File: config.mk
export PLATFORM = sky130hd
export DESIGN_NAME = pwr_mode_ctrl
export DESIGN_NICKNAME = d
export VERILOG_FILES = /design/src/rtl/pwr_mode_pkg.sv /design/src/rtl/pwr_wake_logic.sv /design/src/rtl/pwr_state_fsm.sv /design/src/rtl/pwr_mode_ctrl.sv
export SDC_FILE = /design/constraint.sdc
export NUM_CORES = 1
export LEC_CHECK = 0
export ABC_AREA = 1
export ABC_CLOCK_PERIOD_IN_PS = 1500
export BUFFER_PORTS_ARGS = -buffer_cell sky130_fd_sc_hd__buf_2
export CAP_MARGIN = 10
export CORE_AREA = 2 2 39 41
export DETAILED_ROUTE_END_ITERATION = 12
export DIE_AREA = 0 0 41 43
export GPL_ROUTABILITY_DRIVEN = 0
export GPL_TIMING_DRIVEN = 0
export SYNTH_ARGS = -nofsm -noshare
export SYNTH_HDL_FRONTEND = slang
export SYNTH_SLANG_ARGS = --single-unit
File: constraint.sdc
create_clock -name clk_i -period 1.5 [get_ports clk_i]
set_clock_uncertainty 0.1 [all_clocks]
set_input_delay 0.3 -clock clk_i [delete_from_list [all_inputs] [get_ports clk_i]]
set_output_delay 0.3 -clock clk_i [all_outputs]
set_load 0.03 [all_outputs]
File: src/rtl/pwr_mode_pkg.sv
package pwr_mode_pkg;
  typedef enum logic [1:0] {
    ST_RUN  = 2'b00,
    ST_IDLE = 2'b01,
    ST_STOP = 2'b10
  } pwr_state_e;

  localparam int unsigned MODE_W   = 2;
  localparam int unsigned IDLE_BIT = 0;
  localparam int unsigned STOP_BIT = 1;
endpackage

File: src/rtl/pwr_wake_logic.sv
module pwr_wake_logic
  import pwr_mode_pkg::*;
#(
  parameter int unsigned NUM_PER_IRQ = 4
) (
  input  logic                   ext_irq_i,
  input  logic [NUM_PER_IRQ-1:0] per_irq_i,
  input  logic                   ref_in_stop_i,
  input  logic                   pf_irq_i,
  input  logic                   pf_rst_i,
  output logic                   idle_wake_o,
  output logic                   stop_wake_o
);
  logic any_per;
  logic pf_any;

  assign any_per = |per_irq_i;
  assign pf_any  = pf_irq_i | pf_rst_i;

  assign idle_wake_o = ext_irq_i | any_per | pf_any;
  // power-fail only counts in STOP when the reference is kept alive
  assign stop_wake_o = ext_irq_i | (ref_in_stop_i & pf_any);
endmodule

File: src/rtl/pwr_state_fsm.sv
module pwr_state_fsm
  import pwr_mode_pkg::*;
(
  input  logic              clk_i,
  input  logic              rst_ni,
  input  logic              we_i,
  input  logic [MODE_W-1:0] wdata_i,
  input  logic              idle_wake_i,
  input  logic              stop_wake_i,
  input  logic              pf_rst_i,
  output pwr_state_e        state_o,
  output logic [MODE_W-1:0] mode_o
);
  pwr_state_e state_q, state_d;
  logic [MODE_W-1:0] mode_q, mode_d;

  always_comb begin
    state_d = state_q;
    mode_d  = mode_q;
    unique case (state_q)
      ST_RUN: begin
        if (pf_rst_i) begin
          state_d = ST_RUN;
          mode_d  = '0;
        end else if (we_i && wdata_i[STOP_BIT]) begin
          state_d = ST_STOP;
          mode_d  = wdata_i;
        end else if (we_i && wdata_i[IDLE_BIT]) begin
          state_d = ST_IDLE;
          mode_d  = wdata_i;
        end
      end
      ST_IDLE: if (idle_wake_i) begin
        state_d = ST_RUN;
        mode_d  = '0;
      end
      ST_STOP: if (stop_wake_i) begin
        state_d = ST_RUN;
        mode_d  = '0;
      end
      default: begin
        state_d = ST_RUN;
        mode_d  = '0;
      end
    endcase
  end

  always_ff @(posedge clk_i or negedge rst_ni) begin
    if (!rst_ni) begin
      state_q <= ST_RUN;
      mode_q  <= '0;
    end else begin
      state_q <= state_d;
      mode_q  <= mode_d;
    end
  end

  assign state_o = state_q;
  assign mode_o  = mode_q;

  AST_RUN_MODE_CLR: assert property (@(posedge clk_i) disable iff (!rst_ni)
    state_q == ST_RUN |-> mode_q == '0) else $error("mode bits set in RUN");
  AST_STOP_PRIO: assert property (@(posedge clk_i) disable iff (!rst_ni)
    (state_q == ST_RUN && !pf_rst_i && we_i && wdata_i[STOP_BIT]) |=> state_q == ST_STOP)
    else $error("stop not taken");
  AST_IDLE_ENTRY: assert property (@(posedge clk_i) disable iff (!rst_ni)
    (state_q == ST_RUN && !pf_rst_i && we_i && wdata_i == 2'b01) |=> state_q == ST_IDLE)
    else $error("idle not taken");
  AST_STOP_HOLD: assert property (@(posedge clk_i) disable iff (!rst_ni)
    (state_q == ST_STOP && !stop_wake_i) |=> state_q == ST_STOP) else $error("stop left");
  AST_SLEEP_WRITE_IGN: assert property (@(posedge clk_i) disable iff (!rst_ni)
    (state_q != ST_RUN && we_i && !idle_wake_i && !stop_wake_i) |=> $stable(mode_q))
    else $error("write in sleep");
  AST_PF_RST_RUN: assert property (@(posedge clk_i) disable iff (!rst_ni)
    (state_q != ST_STOP && pf_rst_i) |=> state_q == ST_RUN) else $error("pf reset");
endmodule

File: src/rtl/pwr_mode_ctrl.sv
module pwr_mode_ctrl
  import pwr_mode_pkg::*;
#(
  parameter int unsigned NUM_PER_IRQ = 4
) (
  input  logic                   clk_i,
  input  logic                   rst_ni,
  input  logic                   we_i,
  input  logic [1:0]             wdata_i,
  input  logic                   ext_irq_i,
  input  logic [NUM_PER_IRQ-1:0] per_irq_i,
  input  logic                   ref_in_stop_i,
  input  logic                   pf_irq_i,
  input  logic                   pf_rst_i,
  output logic                   cpu_clk_en_o,
  output logic                   per_clk_en_o,
  output logic                   ref_en_o,
  output logic [1:0]             state_o,
  output logic [1:0]             mode_bits_o
);
  logic       idle_wake, stop_wake;
  pwr_state_e state;

  pwr_wake_logic #(.NUM_PER_IRQ(NUM_PER_IRQ)) u_wake (
    .ext_irq_i    (ext_irq_i),
    .per_irq_i    (per_irq_i),
    .ref_in_stop_i(ref_in_stop_i),
    .pf_irq_i     (pf_irq_i),
    .pf_rst_i     (pf_rst_i),
    .idle_wake_o  (idle_wake),
    .stop_wake_o  (stop_wake)
  );

  pwr_state_fsm u_fsm (
    .clk_i      (clk_i),
    .rst_ni     (rst_ni),
    .we_i       (we_i),
    .wdata_i    (wdata_i),
    .idle_wake_i(idle_wake),
    .stop_wake_i(stop_wake),
    .pf_rst_i   (pf_rst_i),
    .state_o    (state),
    .mode_o     (mode_bits_o)
  );

  always_comb begin
    cpu_clk_en_o = 1'b1;
    per_clk_en_o = 1'b1;
    ref_en_o     = 1'b1;
    unique case (state)
      ST_IDLE: cpu_clk_en_o = 1'b0;
      ST_STOP: begin
        cpu_clk_en_o = 1'b0;
        per_clk_en_o = 1'b0;
        ref_en_o     = ref_in_stop_i;
      end
      default: ;
    endcase
  end

  assign state_o = state;

  AST_IDLE_CLKS: assert property (@(posedge clk_i) disable iff (!rst_ni)
    state_o == 2'b01 |-> (!cpu_clk_en_o && per_clk_en_o && ref_en_o)) else $error("idle clks");
  AST_STOP_CLKS: assert property (@(posedge clk_i) disable iff (!rst_ni)
    state_o == 2'b10 |-> (!cpu_clk_en_o && !per_clk_en_o && ref_en_o == ref_in_stop_i))
    else $error("stop clks");
  AST_RUN_CLKS: assert property (@(posedge clk_i) disable iff (!rst_ni)
    state_o == 2'b00 |-> (cpu_clk_en_o && per_clk_en_o && ref_en_o)) else $error("run clks");
  AST_IDLE_WAKE: assert property (@(posedge clk_i) disable iff (!rst_ni)
    (state_o == 2'b01 && (ext_irq_i || (|per_irq_i) || pf_irq_i)) |=> state_o == 2'b00)
    else $error("idle wake");
  AST_STOP_EXT_WAKE: assert property (@(posedge clk_i) disable iff (!rst_ni)
    (state_o == 2'b10 && ext_irq_i) |=> state_o == 2'b00) else $error("stop wake");
endmodule

### Word level (Yosys, flattened, before mapping)

Cells that the tools add are included.

* register bits after elaboration: 4
* input port bits: 13

* eq/ne operators: 5
* multiplexer cells: 13
* bitwise logic cells: 5
* reductions and logical operators: 6

Operator list (count)
* $mux W2: 8
* $pmux W2 S3: 2
* $ne A2 B2 Y1 const B: 2
* $ne A4 B2 Y1 const B: 1
* $or A1 B1 Y1: 4
* $reduce_or A4 Y1: 1
* $mux W1: 3
* $reduce_and A3 Y1: 1
* $eq A2 B1 Y1 const B: 1
* $eq A2 B2 Y1 const B: 1
* $logic_and A1 B1 Y1: 2
* $logic_not A2 Y1: 1
* $reduce_or A2 Y1: 1
* $and A1 B1 Y1: 1

### Logic depth before layout (Yosys ltp)

* word-level depth: 5
* mapped depth: 8

### By module

From an unflattened synthesis, not the netlist that was laid out.

* cells, all modules: 52
* area, all modules: 312.8 sq um

By module, submodules not included
* pwr_state_fsm: times used 1, cells an instance 33, area an instance 232.7 sq um, seq. area each 100.1 sq um
* pwr_wake_logic: times used 1, cells an instance 14, area an instance 52.6 sq um, seq. area each 0.0 sq um
* pwr_mode_ctrl: times used 1, cells an instance 5, area an instance 27.5 sq um, seq. area each 0.0 sq um

### Worst setup path after synthesis

Ideal clock, no wire load.

* kind: flip-flop to flip-flop
* start: register u_fsm.state_q[0], in the netlist u_fsm.state_o[0]
* end: register u_fsm.state_q[0], in the netlist u_fsm.state_o[0]
* arrival: 1.426 ns
* required time: 1.282 ns
* setup slack: -0.144 ns
* stages on the path, launching flop included: 9
* buffers on the path: 0
* clock period less this slack: 1.644 ns
* cell sequence: dfrtp_1 > inv_1 > ha_1 > inv_1 > nand2_1 > nand2_2 > nand2_4 > nand2_1 > nand2_1

* word-level cells in the longest chain between the ends: 3

RTL lines
* start: declaration: RTL line pwr_state_fsm.sv:14 `pwr_state_e state_q, state_d;`
* start signal: assignment: RTL line pwr_state_fsm.sv:53 `state_q <= state_d;`
* $eq A2 B2 Y1 (tied with other cells): RTL line pwr_state_fsm.sv:20 `unique case (state_q)`
* $ne A2 B2 Y1 (no source line) / $ne A4 B2 Y1 (equally long branches)
* $reduce_and A3 Y1 (no source line)

Parallel ways exist; a longest one is shown, timed or not.
A chain may end at the register's enable or synchronous reset.

### Worst setup path in the final report

* start: register u_fsm.state_q[1], in the netlist u_fsm.state_o[1]
* end: output port cpu_clk_en_o

* word-level cells in the longest chain between the ends: 3

RTL lines
* $eq A2 B1 Y1 / $eq A2 B2 Y1 (equally long branches): RTL line pwr_mode_ctrl.sv:50 `unique case (state)`
* $reduce_or A2 Y1 (no source line) *
* $mux W1 *: RTL line pwr_mode_ctrl.sv:50
* end: declaration: RTL line pwr_mode_ctrl.sv:15 `output logic cpu_clk_en_o,`

Mark *: on every way between the ends. The rest lies on a longest branch, timed or not.

==> impl_metrics.yaml <==
synth:
  yosysTopAreaCellShare_pct: 34.3
  ys_top_cells_by_area: "dfrtp_1 (34%), nand2_1 (18%), ha_1 (13%)"
  synth_seq_cells: 4
  yosysSeqAreaShare_pct: 34.3
  synth_cell_types: 10
  synth_most_common_cell: "nand2_1"
  yosysWarningCount: 0
  avgSynthCellArea_um2: 6.94
  synthCells: 42
  ys.flop_type: "dfrtp_1"
  synth_area_leader_cell: "dfrtp_1"
  synthesis.area_um2: 292
  synth_edf_count: 0
  syn-num-nets: 58
  async_reset_ff_share_pct: 100
  ys_top_cells_by_count: "nand2_1 (14), inv_1 (9), dfrtp_1 (4), nand3_1 (4)"
layout:
  insertedDiodeCount: 0
  seq_area_um2: 103
  fillers: 148
  fin_nets: 86
  area_delta_synth_final_pct: 78.1
  multi_input_area_um2: 184
  drive_gt1_share_pct: 55.1
cts:
  cts_buffers: 3
  clk_latency_ns: 0.24
  htreeDepth: 1
  cts_tree: "done"
  clk_path_buf_depth: 2
  cts_root_buf: "clkbuf_4"
  clk_pin_slew_ns: 0.04
  cts.sinks: 4
run_status:
  status: "complete, but fails checks"
  violations: "negative setup slack"
floorplanning:
  num_io_pins: 20
  rows: 14
  initial_core_util_pct: 21.1
  die_h_um: 43
  die_w_um: 41
  coreArea_um2: 1380
  die_area_um2: 1760
global_routing:
  antenna_found_initial: 0
  grt_max_degree: 5
  grt_overflow: 0
  grt_pass1_wl_um: 834
  grt_pass1_vias: 248
  grtUsageTotal_pct: 7.16
timing:
  slew_headroom_pct: 89.7
  setup_viol: 1
  worst_pin_slew_ns: 0.155
  whs_ns: 0.293
  worst_slack_ns: -0.0113
  maxSlewViolCount: 0
  rsz0062_at_grt: "yes"
  fmax_mhz: 662
  post-route-min-period_ns: 1.51
  fin_crit_sh_pct: 101
  hold_violations: 0
critical_path:
  worst_path_max_delay_cell: "dfrtp_2"
  worst_setup_path_start_kind: "flop"
  critPathRequiredTime_ns: 1.10
  cp_common_cell: "inv_2"
  cp_max_fo: 3
  max_stage_delay_ns: 0.43
  crit_arrival_ns: 1.11
  worstSetupEndpointType: "output port"
  worstPathCellList: "inv_2 -> ha_4 -> inv_2 -> buf_6"
  crit_type: "reg -> out"
routing:
  firstDrtPassIters: 2
  via_per_inst: 3.94
  wl_per_cell_um: 8.05
  vias: 335
  drtIter0Drc: 4
  drt_drc_violations_left: 0
  ant_nets: 0
  drt_wl_total_um: 684
pwr:
  peakVddDrop_mv: 0.475
  finalPower_w: 0.000403
  power.leakage_nw: 0.312
  power_density_nw_per_um2: 776
job:
  cap_violations: 0
worst_hold_path:
  hold_class: "in -> async"
placement:
  io_buffers: 19
==> cell usage in the layout, fill, tap and decap left out <==
master         count
buf_6              3
dlygate4sd3_1      1
clkbuf_1           1
buf_2             16
clkbuf_4           3
inv_2              4
inv_4              1
nor2_1             3
nand2_1           14
nand2_2            1
inv_1              5
nand2_4            2
ha_4               2
nand3_1            4
a21oi_2            1
buf_4              3
dfrtp_1            2
dfrtp_2            2
ha_1               1
==> what timing repair did <==
item,in CTS,in global routing
pin swaps,0,1
setup endpoints to repair,3,3
hold endpoints to repair,4,0
setup buffers,3,0
hold buffers,1,0
gates resized for setup,6,8
==> report_power, final <==
group / switching, W / internal (W) / leakage (nW) / total, W
registers: 0.00000610 / 0.000116 / 0.0509 / 0.000122
clock network: 0.0000477 / 0.000100 / 0.0150 / 0.000148
logic: 0.0000745 / 0.0000584 / 0.246 / 0.000133
total: 0.000128 / 0.000275 / 0.312 / 0.000403
==> cell families after synthesis <==
kind of cell             synth area share [%]
buffers and inverters                    12.9
adder cells (fa/ha/maj)                  12.9
AND/OR/NAND/NOR                          36.9
AO/OA/AOI/OAI                            3.00
flip-flops                               34.3
==> state kept, by name (all words and copies together) (netlist names) <==
name           count
u_fsm.state_o      2
u_fsm.mode_o       2
==> stage by stage <==
| stage | worst slack [ns] | instances | util [%] | area [µm²] | setup TNS (ns) |
|---|---|---|---|---|---|
| 4_1_cts | -0.0381 | 85 | 35.0 | 484 | -0.0991 |
| 3_3_place_gp | 0.0916 | 77 | 29.9 | 414 | 0 |
| 6_report | -0.0113 | 85 | 37.5 | 519 | -0.0113 |
| 2_1_floorplan | 0.000656 | 42 | - | 299 | 0 |
| 5_1_grt | -0.0437 | 85 | 37.5 | 519 | -0.0470 |
| 3_5_place_dp | 0.0575 | 77 | 29.9 | 414 | 0 |
==> final cells by class <==
| cell class | instances | area share [%] |
|---|---|---|
| Clock buffer | 4 | 5.06 |
| Multi-Input combinational cell | 28 | 35.4 |
| Sequential cell | 4 | 19.8 |
| Timing Repair Buffer | 23 | 28.2 |
| Inverter | 10 | 7.71 |
| Tap cell | 16 | 3.86 |
==> routing by layer <==
metal | track usage (%) | up-vias | share of wire, %
met2 | 10.6 | 17 | 44
met1 | 8.14 | 139 | 42
met3 | 6.28 | 0 | 14
met5 | 0 | - | 0
met4 | 0 | 0 | 0
li1 | - | 179 | -
==> final timing paths <==
kind	from	endpoint	slack (ns)	cells after the start
setup / recovery	u_fsm.state_o[1]	cpu_clk_en_o	-0.01	4
hold / removal	rst_ni	u_fsm.state_o[1]	0.29	2
setup reg to reg	u_fsm.state_o[0]	u_fsm.mode_o[1]	0.12	8
hold reg to reg	u_fsm.mode_o[1]	u_fsm.mode_o[1]	0.37	2
max in group asynchronous	rst_ni	u_fsm.mode_o[0]	0.88	2
min in group clk_i	wdata_i[1]	u_fsm.state_o[1]	0.32	5
==> critical path, delay by kind of cell, from the launching register on <==
family     cells  cell delay [ns]
fa+ha+maj      1             0.19
buf+inv        3             0.26
flops          1             0.43
No activity file was read; power rests on OpenSTA's default activity.
